===== src/rtl/sysclk_pkg.sv =====
package sysclk_pkg;

  typedef enum logic [1:0] {
    A_LOCK = 2'd0,
    A_CTLA = 2'd1,
    A_CTLB = 2'd2
  } reg_addr_e;

  // control register A, bit 4 down to bit 0
  typedef struct packed {
    logic sub_pins;
    logic periph_stop;
    logic main_off;
    logic sub_sel;
    logic div8;
  } ctla_t;

  localparam int RATIO_W = 5;

  function automatic logic [RATIO_W-1:0] ratio_of(input logic div8,
                                                  input logic [1:0] code);
    logic [RATIO_W-1:0] r;
    if (div8) r = 5'd8;
    else begin
      case (code)
        2'b00:   r = 5'd1;
        2'b01:   r = 5'd2;
        2'b10:   r = 5'd4;
        default: r = 5'd16;
      endcase
    end
    return r;
  endfunction

endpackage


===== src/rtl/sysclk_regs.sv =====
module sysclk_regs
  import sysclk_pkg::*;
#(
  parameter int DATA_W = 8
) (
  input  logic              clk,
  input  logic              rst,
  input  logic              we,
  input  logic [1:0]        addr,
  input  logic [DATA_W-1:0] wdata,
  output logic [DATA_W-1:0] rdata,
  output ctla_t             ctla,
  output logic [1:0]        code
);

  localparam int CTLA_W = $bits(ctla_t);

  logic              unlock;
  logic [DATA_W-1:0] rd;
  logic              unused_wbits;

  assign unused_wbits = ^wdata[DATA_W-1:CTLA_W];

  always_comb begin
    rd = '0;
    case (addr)
      A_LOCK:  rd[0] = unlock;
      A_CTLA:  rd[CTLA_W-1:0] = ctla;
      A_CTLB:  rd[1:0] = code;
      default: rd = '0;
    endcase
  end

  always_ff @(posedge clk) begin
    if (rst) begin
      unlock <= 1'b0;
      ctla   <= '{sub_pins: 1'b0, periph_stop: 1'b0, main_off: 1'b0,
                  sub_sel: 1'b0, div8: 1'b1};
      code   <= 2'b00;
      rdata  <= '0;
    end else begin
      rdata <= rd;
      if (we) begin
        case (addr)
          A_LOCK: unlock <= wdata[0];
          A_CTLA: if (unlock) ctla <= ctla_t'(wdata[CTLA_W-1:0]);
          A_CTLB: if (unlock) code <= wdata[1:0];
          default: ;
        endcase
      end
    end
  end

  // locked writes leave both control registers untouched
  assert_locked_write_R1: assert property (@(posedge clk) disable iff (rst)
    (we && addr != A_LOCK && !unlock) |=> ($stable(ctla) && $stable(code)));

  // reserved read bits stay zero
  assert_rsv_zero_R2: assert property (@(posedge clk) disable iff (rst)
    rdata[DATA_W-1:CTLA_W] == '0);

endmodule


===== src/rtl/sysclk_divider.sv =====
module sysclk_divider
  import sysclk_pkg::*;
(
  input  logic               clk,
  input  logic               rst,
  input  logic               sub_tick,
  input  logic               pend_sel,
  input  logic [RATIO_W-1:0] pend_ratio,
  output logic               tick
);

  localparam int CNT_W = RATIO_W - 1;

  logic [CNT_W-1:0]   cnt;
  logic               act_sel;
  logic [RATIO_W-1:0] act_ratio;

  assign tick = act_sel ? sub_tick
                        : ({1'b0, cnt} == act_ratio - RATIO_W'(1));

  always_ff @(posedge clk) begin
    if (rst) begin
      cnt       <= '0;
      act_sel   <= 1'b0;
      act_ratio <= RATIO_W'(8);
    end else if (tick) begin
      cnt       <= '0;
      act_sel   <= pend_sel;
      act_ratio <= pend_ratio;
    end else if (!act_sel) begin
      cnt <= cnt + CNT_W'(1);
    end
  end

  // only power-of-two ratios are ever active
  assert_ratio_legal_R3: assert property (@(posedge clk) disable iff (rst)
    $countones(act_ratio) == 1);

  // the count never runs past the active period
  assert_no_overrun_R6: assert property (@(posedge clk) disable iff (rst)
    !act_sel |-> ({1'b0, cnt} < act_ratio));

endmodule


===== src/rtl/sysclk_waitctl.sv =====
module sysclk_waitctl #(
  parameter int PRIO_W  = 3,
  parameter int PCNT_W  = 5,
  parameter int F8_BITS = 3
) (
  input  logic              clk,
  input  logic              rst,
  input  logic              tick,
  input  logic              wait_req,
  input  logic              irq_valid,
  input  logic [PRIO_W-1:0] irq_level,
  input  logic [PRIO_W-1:0] cpu_ipl,
  input  logic              irq_iflag,
  input  logic              periph_stop,
  output logic              cpu_ce,
  output logic              wake,
  output logic              in_wait,
  output logic              f1_en,
  output logic              f8_en,
  output logic              f32_en
);

  logic [PCNT_W-1:0] pcnt;
  logic              wake_c;
  logic              gate;

  assign wake_c = in_wait && irq_valid && irq_iflag && (irq_level > cpu_ipl);
  assign gate   = in_wait && periph_stop;

  always_ff @(posedge clk) begin
    if (rst) begin
      in_wait <= 1'b0;
      wake    <= 1'b0;
      cpu_ce  <= 1'b0;
      pcnt    <= '0;
      f1_en   <= 1'b0;
      f8_en   <= 1'b0;
      f32_en  <= 1'b0;
    end else begin
      wake   <= wake_c;
      cpu_ce <= tick && !in_wait;
      if (wake_c)        in_wait <= 1'b0;
      else if (wait_req) in_wait <= 1'b1;
      pcnt   <= pcnt + PCNT_W'(1);
      f1_en  <= !gate;
      f8_en  <= (pcnt[F8_BITS-1:0] == '1) && !gate;
      f32_en <= (pcnt == '1) && !gate;
    end
  end

  // no CPU enable follows a waiting cycle
  assert_ce_idle_R8: assert property (@(posedge clk) disable iff (rst)
    in_wait |=> !cpu_ce);

  // a wake pulse needs a qualified interrupt one cycle earlier
  assert_wake_qual_R9: assert property (@(posedge clk) disable iff (rst)
    wake |-> $past(irq_valid && irq_iflag && (irq_level > cpu_ipl)));

  // wake is a single pulse and ends wait mode
  assert_wake_pulse_R10: assert property (@(posedge clk) disable iff (rst)
    wake |-> (!in_wait && $fell(in_wait)));

  // stopped peripheral enables while waiting
  assert_periph_gate_R11: assert property (@(posedge clk) disable iff (rst)
    (in_wait && periph_stop) |=> (!f1_en && !f8_en && !f32_en));

endmodule


===== src/rtl/sysclk_ctrl.sv =====
module sysclk_ctrl
  import sysclk_pkg::*;
#(
  parameter int DATA_W  = 8,
  parameter int PRIO_W  = 3,
  parameter int PCNT_W  = 5,
  parameter int F8_BITS = 3
) (
  input  logic              clk,
  input  logic              rst,
  input  logic              reg_we,
  input  logic [1:0]        reg_addr,
  input  logic [DATA_W-1:0] reg_wdata,
  output logic [DATA_W-1:0] reg_rdata,
  input  logic              sub_tick,
  input  logic              wait_req,
  input  logic              irq_valid,
  input  logic [PRIO_W-1:0] irq_level,
  input  logic [PRIO_W-1:0] cpu_ipl,
  input  logic              irq_iflag,
  output logic              cpu_ce,
  output logic              f1_en,
  output logic              f8_en,
  output logic              f32_en,
  output logic              main_osc_en,
  output logic              sub_osc_pins,
  output logic              wake,
  output logic              in_wait
);

  ctla_t              ctla;
  logic [1:0]         code;
  logic [RATIO_W-1:0] pend_ratio;
  logic               tick;

  assign pend_ratio   = ratio_of(ctla.div8, code);
  assign main_osc_en  = !ctla.main_off;
  assign sub_osc_pins = ctla.sub_pins;

  sysclk_regs #(.DATA_W(DATA_W)) u_regs (
    .clk   (clk),
    .rst   (rst),
    .we    (reg_we),
    .addr  (reg_addr),
    .wdata (reg_wdata),
    .rdata (reg_rdata),
    .ctla  (ctla),
    .code  (code)
  );

  sysclk_divider u_div (
    .clk        (clk),
    .rst        (rst),
    .sub_tick   (sub_tick),
    .pend_sel   (ctla.sub_sel),
    .pend_ratio (pend_ratio),
    .tick       (tick)
  );

  sysclk_waitctl #(
    .PRIO_W  (PRIO_W),
    .PCNT_W  (PCNT_W),
    .F8_BITS (F8_BITS)
  ) u_wait (
    .clk         (clk),
    .rst         (rst),
    .tick        (tick),
    .wait_req    (wait_req),
    .irq_valid   (irq_valid),
    .irq_level   (irq_level),
    .cpu_ipl     (cpu_ipl),
    .irq_iflag   (irq_iflag),
    .periph_stop (ctla.periph_stop),
    .cpu_ce      (cpu_ce),
    .wake        (wake),
    .in_wait     (in_wait),
    .f1_en       (f1_en),
    .f8_en       (f8_en),
    .f32_en      (f32_en)
  );

  // a stopped main oscillator is reflected on its enable pin
  assert_osc_off_R7: assert property (@(posedge clk) disable iff (rst)
    (reg_we && reg_addr == A_CTLA && $past(reg_rdata[0] == 1'b1 && reg_addr == A_LOCK)
     && reg_wdata[2] && reg_rdata[0]) |=> !main_osc_en);

endmodule


===== config.mk =====
export PLATFORM = sky130hd
export DESIGN_NAME = sysclk_ctrl
export DESIGN_NICKNAME = d
export VERILOG_FILES = /design/src/rtl/sysclk_pkg.sv /design/src/rtl/sysclk_regs.sv /design/src/rtl/sysclk_divider.sv /design/src/rtl/sysclk_waitctl.sv /design/src/rtl/sysclk_ctrl.sv
export SDC_FILE = /design/constraint.sdc
export NUM_CORES = 1
export LEC_CHECK = 0
export BUFFER_PORTS_ARGS = -buffer_cell sky130_fd_sc_hd__buf_2
export CAP_MARGIN = 30
export CORE_MARGIN = 2
export CORE_UTILIZATION = 55
export CTS_BUF_LIST = sky130_fd_sc_hd__clkbuf_4
export DETAILED_ROUTE_END_ITERATION = 8
export MAX_ROUTING_LAYER = met4
export PLACE_DENSITY = 0.8
export SLEW_MARGIN = 15
export SYNTH_ARGS = -nofsm -noshare
export SYNTH_HDL_FRONTEND = slang
export SYNTH_HIERARCHICAL = 1
export SYNTH_SLANG_ARGS = --single-unit

===== constraint.sdc =====
create_clock -name clk -period 2.1 [get_ports clk]
set_clock_uncertainty 0.15 [all_clocks]
set_input_delay 0.21 -clock clk [delete_from_list [all_inputs] [get_ports clk]]
set_output_delay 0.21 -clock clk [all_outputs]
set_load 0.01 [all_outputs]

==> reports/results.tsv <==
stage	metric	value	unit
final_layout	# diodes	0	
critical_path	Reg-to-Reg Start	u_div/act_ratio[0]$_SDFFE_PP0P_	
global_routing	GRT overflow	0	
placement	gpl congestion	0.7184	
final_layout	Final Util	68.82	%
power_and_ir_drop	P per Cell Area	592.6	mW/mm^2
floorplan	Initial Util	58.88	%
routing	mean routed wirelength per cell	12.50	um
timing	Fin. Hold Viols	0	
final_layout	Layout Nets	242	
yosys	EDFF count, synth	0	
critical_path	Reg2Reg Depth	8	
run	MaxCap Viol Count	0	
yosys	largest area contributor in the netlist	dfxtp_1	
timing	Max Freq	510.0	MHz
hold_path	Hold Crit Class	input port to flip-flop	
floorplan	io pins	39	
status	status	finished, final reports clean	
critical_path	slowest CP cell	dfxtp_2	
routing	DRC	0	
critical_path	Worst Path Max Fanout	6	
critical_path	slowest stage delay, CP	370	ps
timing	Final Cycle Share	93.38	%
yosys	Gate Count Post-Synth	167	
critical_path	flop-to-flop setup slack	140	ps
final_layout	Layout fillers	235	
timing	Fin Setup TNS	0	ps
yosys	count leader, synth	dfxtp_1	
power_and_ir_drop	Pleak	0.8369	nW
routing	Vias	1261	
yosys	post-synthesis register bit count	34	
timing	Final Slew Violations	0	
timing	Worst slew margin	59.37	%
final_layout	Area Growth Syn to Fin	16.89	%
placement	detailed-placement wirelength estimate	2160	um
timing	RSZ-0062 raised after global routing	false	
critical_path	CP required	2220	ps
routing	drt total wl	2987	um
final_layout	non-filler cells, final	239	
final_layout	layout cell share with drive strength beyond 1	25.48	%
global_routing	largest net degree at the start of global routing	42	
placement	Port Buf Inserts	32	
critical_path	critical path launch point type	flip-flop	
floorplan	Die Ht	58.80	um
yosys	Yosys warning total	6	
critical_path	crit path kind	flip-flop to flip-flop	
yosys	dominant synthesized flop cell	dfxtp_1	
timing	final setup violation count	0	
floorplan	Die Wd	58.80	um
floorplan	Cell Rows	19	
floorplan	die area	0.003457	mm^2
timing	Final min period	1961	ps
placement	Post-Place Cells	224	
yosys	post-synthesis area per instance	9.890	um^2
timing	Slew @ Worst Pin	609.5	ps
clocking	clock root buffer	clkbuf_4	
critical_path	crit-path cells	inv_1 -> ha_1 -> xnor2_1 -> nor3_1 -> o211ai_2 -> and2_2 -> inv_4 -> nor3b_1	
global_routing	vias in the first global route	1232	
yosys	leading post-synthesis cells by cell area	dfxtp_1, ha_1, nand2b_1, mux2i_1, nand4b_1	
timing	WHS	28.91	ps
routing	Via density	5.276	
critical_path	Crit path arrival time	2080	ps
power_and_ir_drop	total power	1.144	mW
global_routing	Tot GR Track Use	19.49	%
yosys	Mapped Area	0.001652	mm^2
power_and_ir_drop	worst vdd ir	0.3897	mV
critical_path	Worst setup EP type	flip-flop	
yosys	most frequent cells after synthesis	dfxtp_1, nand2b_1, ha_1, inv_1, mux2i_1	
critical_path	critical path startpoint	u_div/act_ratio[0]$_SDFFE_PP0P_	
global_routing	initial antenna violation count	0	
clocking	H-tree depth	2	
yosys	share of the synthesized area in the top cell type	41.21	%
clocking	clock sinks	34	
clocking	Clock Pin Slew Worst Setup and Hold Paths	110	ps
critical_path	capturing point of the worst reg2reg path	u_wait/cpu_ce$_SDFF_PP0_	
yosys	Async S/R FF share, synth	0	%
clocking	Bufs on Longest Clock Path	2	
routing	initial DRC count	22	
yosys	Seq/Total Area, Yosys	41.21	%
clocking	CTS tree	done	
clocking	worst skew pair latency	340	ps
routing	router iterations before antenna repair	4	
routing	Detail Route Antenna Nets	0	
global_routing	first-pass GRT wire length	4905	um
critical_path	CP endpoint	u_wait/cpu_ce$_SDFF_PP0_	
yosys	Distinct cells, synth	36	
clocking	TritonCTS Buffers	5	
floorplan	Placeable Area	0.002805	mm^2
## flip-flops by register name (all words and copies together) (netlist names)
register,count
u_div/act_ratio,5
u_regs/ctla,5
u_regs/rdata,5
u_wait/pcnt,5
u_div/cnt,4
u_regs/code,2
u_div/act_sel,1
u_regs/unlock,1
u_wait/cpu_ce,1
u_wait/f1_en,1
u_wait/f32_en,1
u_wait/f8_en,1
u_wait/in_wait,1
u_wait/wake,1
## metrics by stage
stage,cell area (um^2),setup WS [ps]
after floorplan,1659,178.1
after global placement,1797,179.5
after detailed placement,1797,86.43
after CTS,1921,67.90
after global routing,1931,22.60
final,1931,139.0
## power by group
part | internal, mW | switching [mW] | leakage, nW | total (mW)
sequential | 0.660 | 0.0150 | 0.277 | 0.675
combinational | 0.0614 | 0.0560 | 0.532 | 0.117
clock | 0.124 | 0.227 | 0.0286 | 0.352
total | 0.846 | 0.298 | 0.837 | 1.14
## how the worst min path moves through the flow
| stage | from | endpoint | cells past startpoint |
|---|---|---|---|
| final | reg_we | u_regs/unlock$_SDFFE_PP0P_ | 3 |
| after global routing | reg_we | u_regs/unlock$_SDFFE_PP0P_ | 3 |
| after CTS | reg_we | u_regs/unlock$_SDFFE_PP0P_ | 3 |
| after detailed placement | u_wait/pcnt[0]$_SDFF_PP0_ | u_wait/pcnt[0]$_SDFF_PP0_ | 1 |
| after global placement | u_wait/pcnt[0]$_SDFF_PP0_ | u_wait/pcnt[0]$_SDFF_PP0_ | 1 |
| after floorplan | reg_wdata[0] | u_regs/unlock$_SDFFE_PP0P_ | 2 |
## repair_timing
item                                    4_1_cts  5_1_grt
endpoints found under the setup margin        0        1
gates resized for setup                       0        3
setup buffers                                 0        0
hold buffers                                  7        0
hold endpoints to repair                      9        0
## layout make-up
class | instances | area, um^2 | area share, %
repair buffers | 40 | 237.7 | 12.31
clock inverters | 3 | 16.27 | 0.8425
flip-flops and latches | 34 | 681.9 | 35.32
clock buffers | 5 | 37.54 | 1.944
inverters | 10 | 40.04 | 2.074
multi-input cells | 116 | 878.3 | 45.50
well taps | 31 | 38.79 | 2.009
## worst max-delay path: cells and delay by family (launching register included)
kind	cells	cell delay, ps
AO/OA/AOI/OAI	1	140
XOR/XNOR	1	130
adder cells (fa/ha/maj)	1	300
buffers and inverters	2	150
flip-flops	1	370
AND/OR/NAND/NOR	3	650
## layer usage
metal	GRT usage, %	share of wire [%]	routed length (um)
met1	19.28	41	1218
met2	33.97	52	1554
met3	7.033	5.1	152
met4	8.766	2.0	61
met5	-	0	0
## cells by family (layout without fill, tap and decap cells)
group	after synthesis	after routing	share of synthesized area (%)
and+or+nand+nor	67	67	25.83
DFF	34	34	41.21
buffers and inverters	19	58	6.591
AOI/OAI and AO/OA	16	16	6.818
adders and majority gates	12	12	9.091
xor gates and xnor gates	9	9	4.772
muxes	9	9	5.455
other	1	3	0.2271
## placed cells by master, fill, tap and decap left out, types with 2 or more instances in the layout
| cell type | count |
|---|---|
| a21oi_1 | 4 |
| and2_1 | 5 |
| and3_1 | 2 |
| buf_2 | 32 |
| clkbuf_4 | 5 |
| conb_1 | 3 |
| dfxtp_1 | 33 |
| dlygate4sd3_1 | 7 |
| ha_1 | 12 |
| inv_1 | 9 |
| mux2i_1 | 9 |
| nand2_1 | 2 |
| nand2b_1 | 15 |
| nand3_1 | 3 |
| nand4b_1 | 7 |
| nor2_1 | 8 |
| nor2b_1 | 6 |
| nor3_1 | 6 |
| nor3_2 | 4 |
| nor3b_1 | 4 |
| o21a_1 | 2 |
| o21ai_0 | 4 |
| xnor2_1 | 4 |
| xor2_1 | 5 |
No activity file was read; power rests on OpenSTA's default activity.
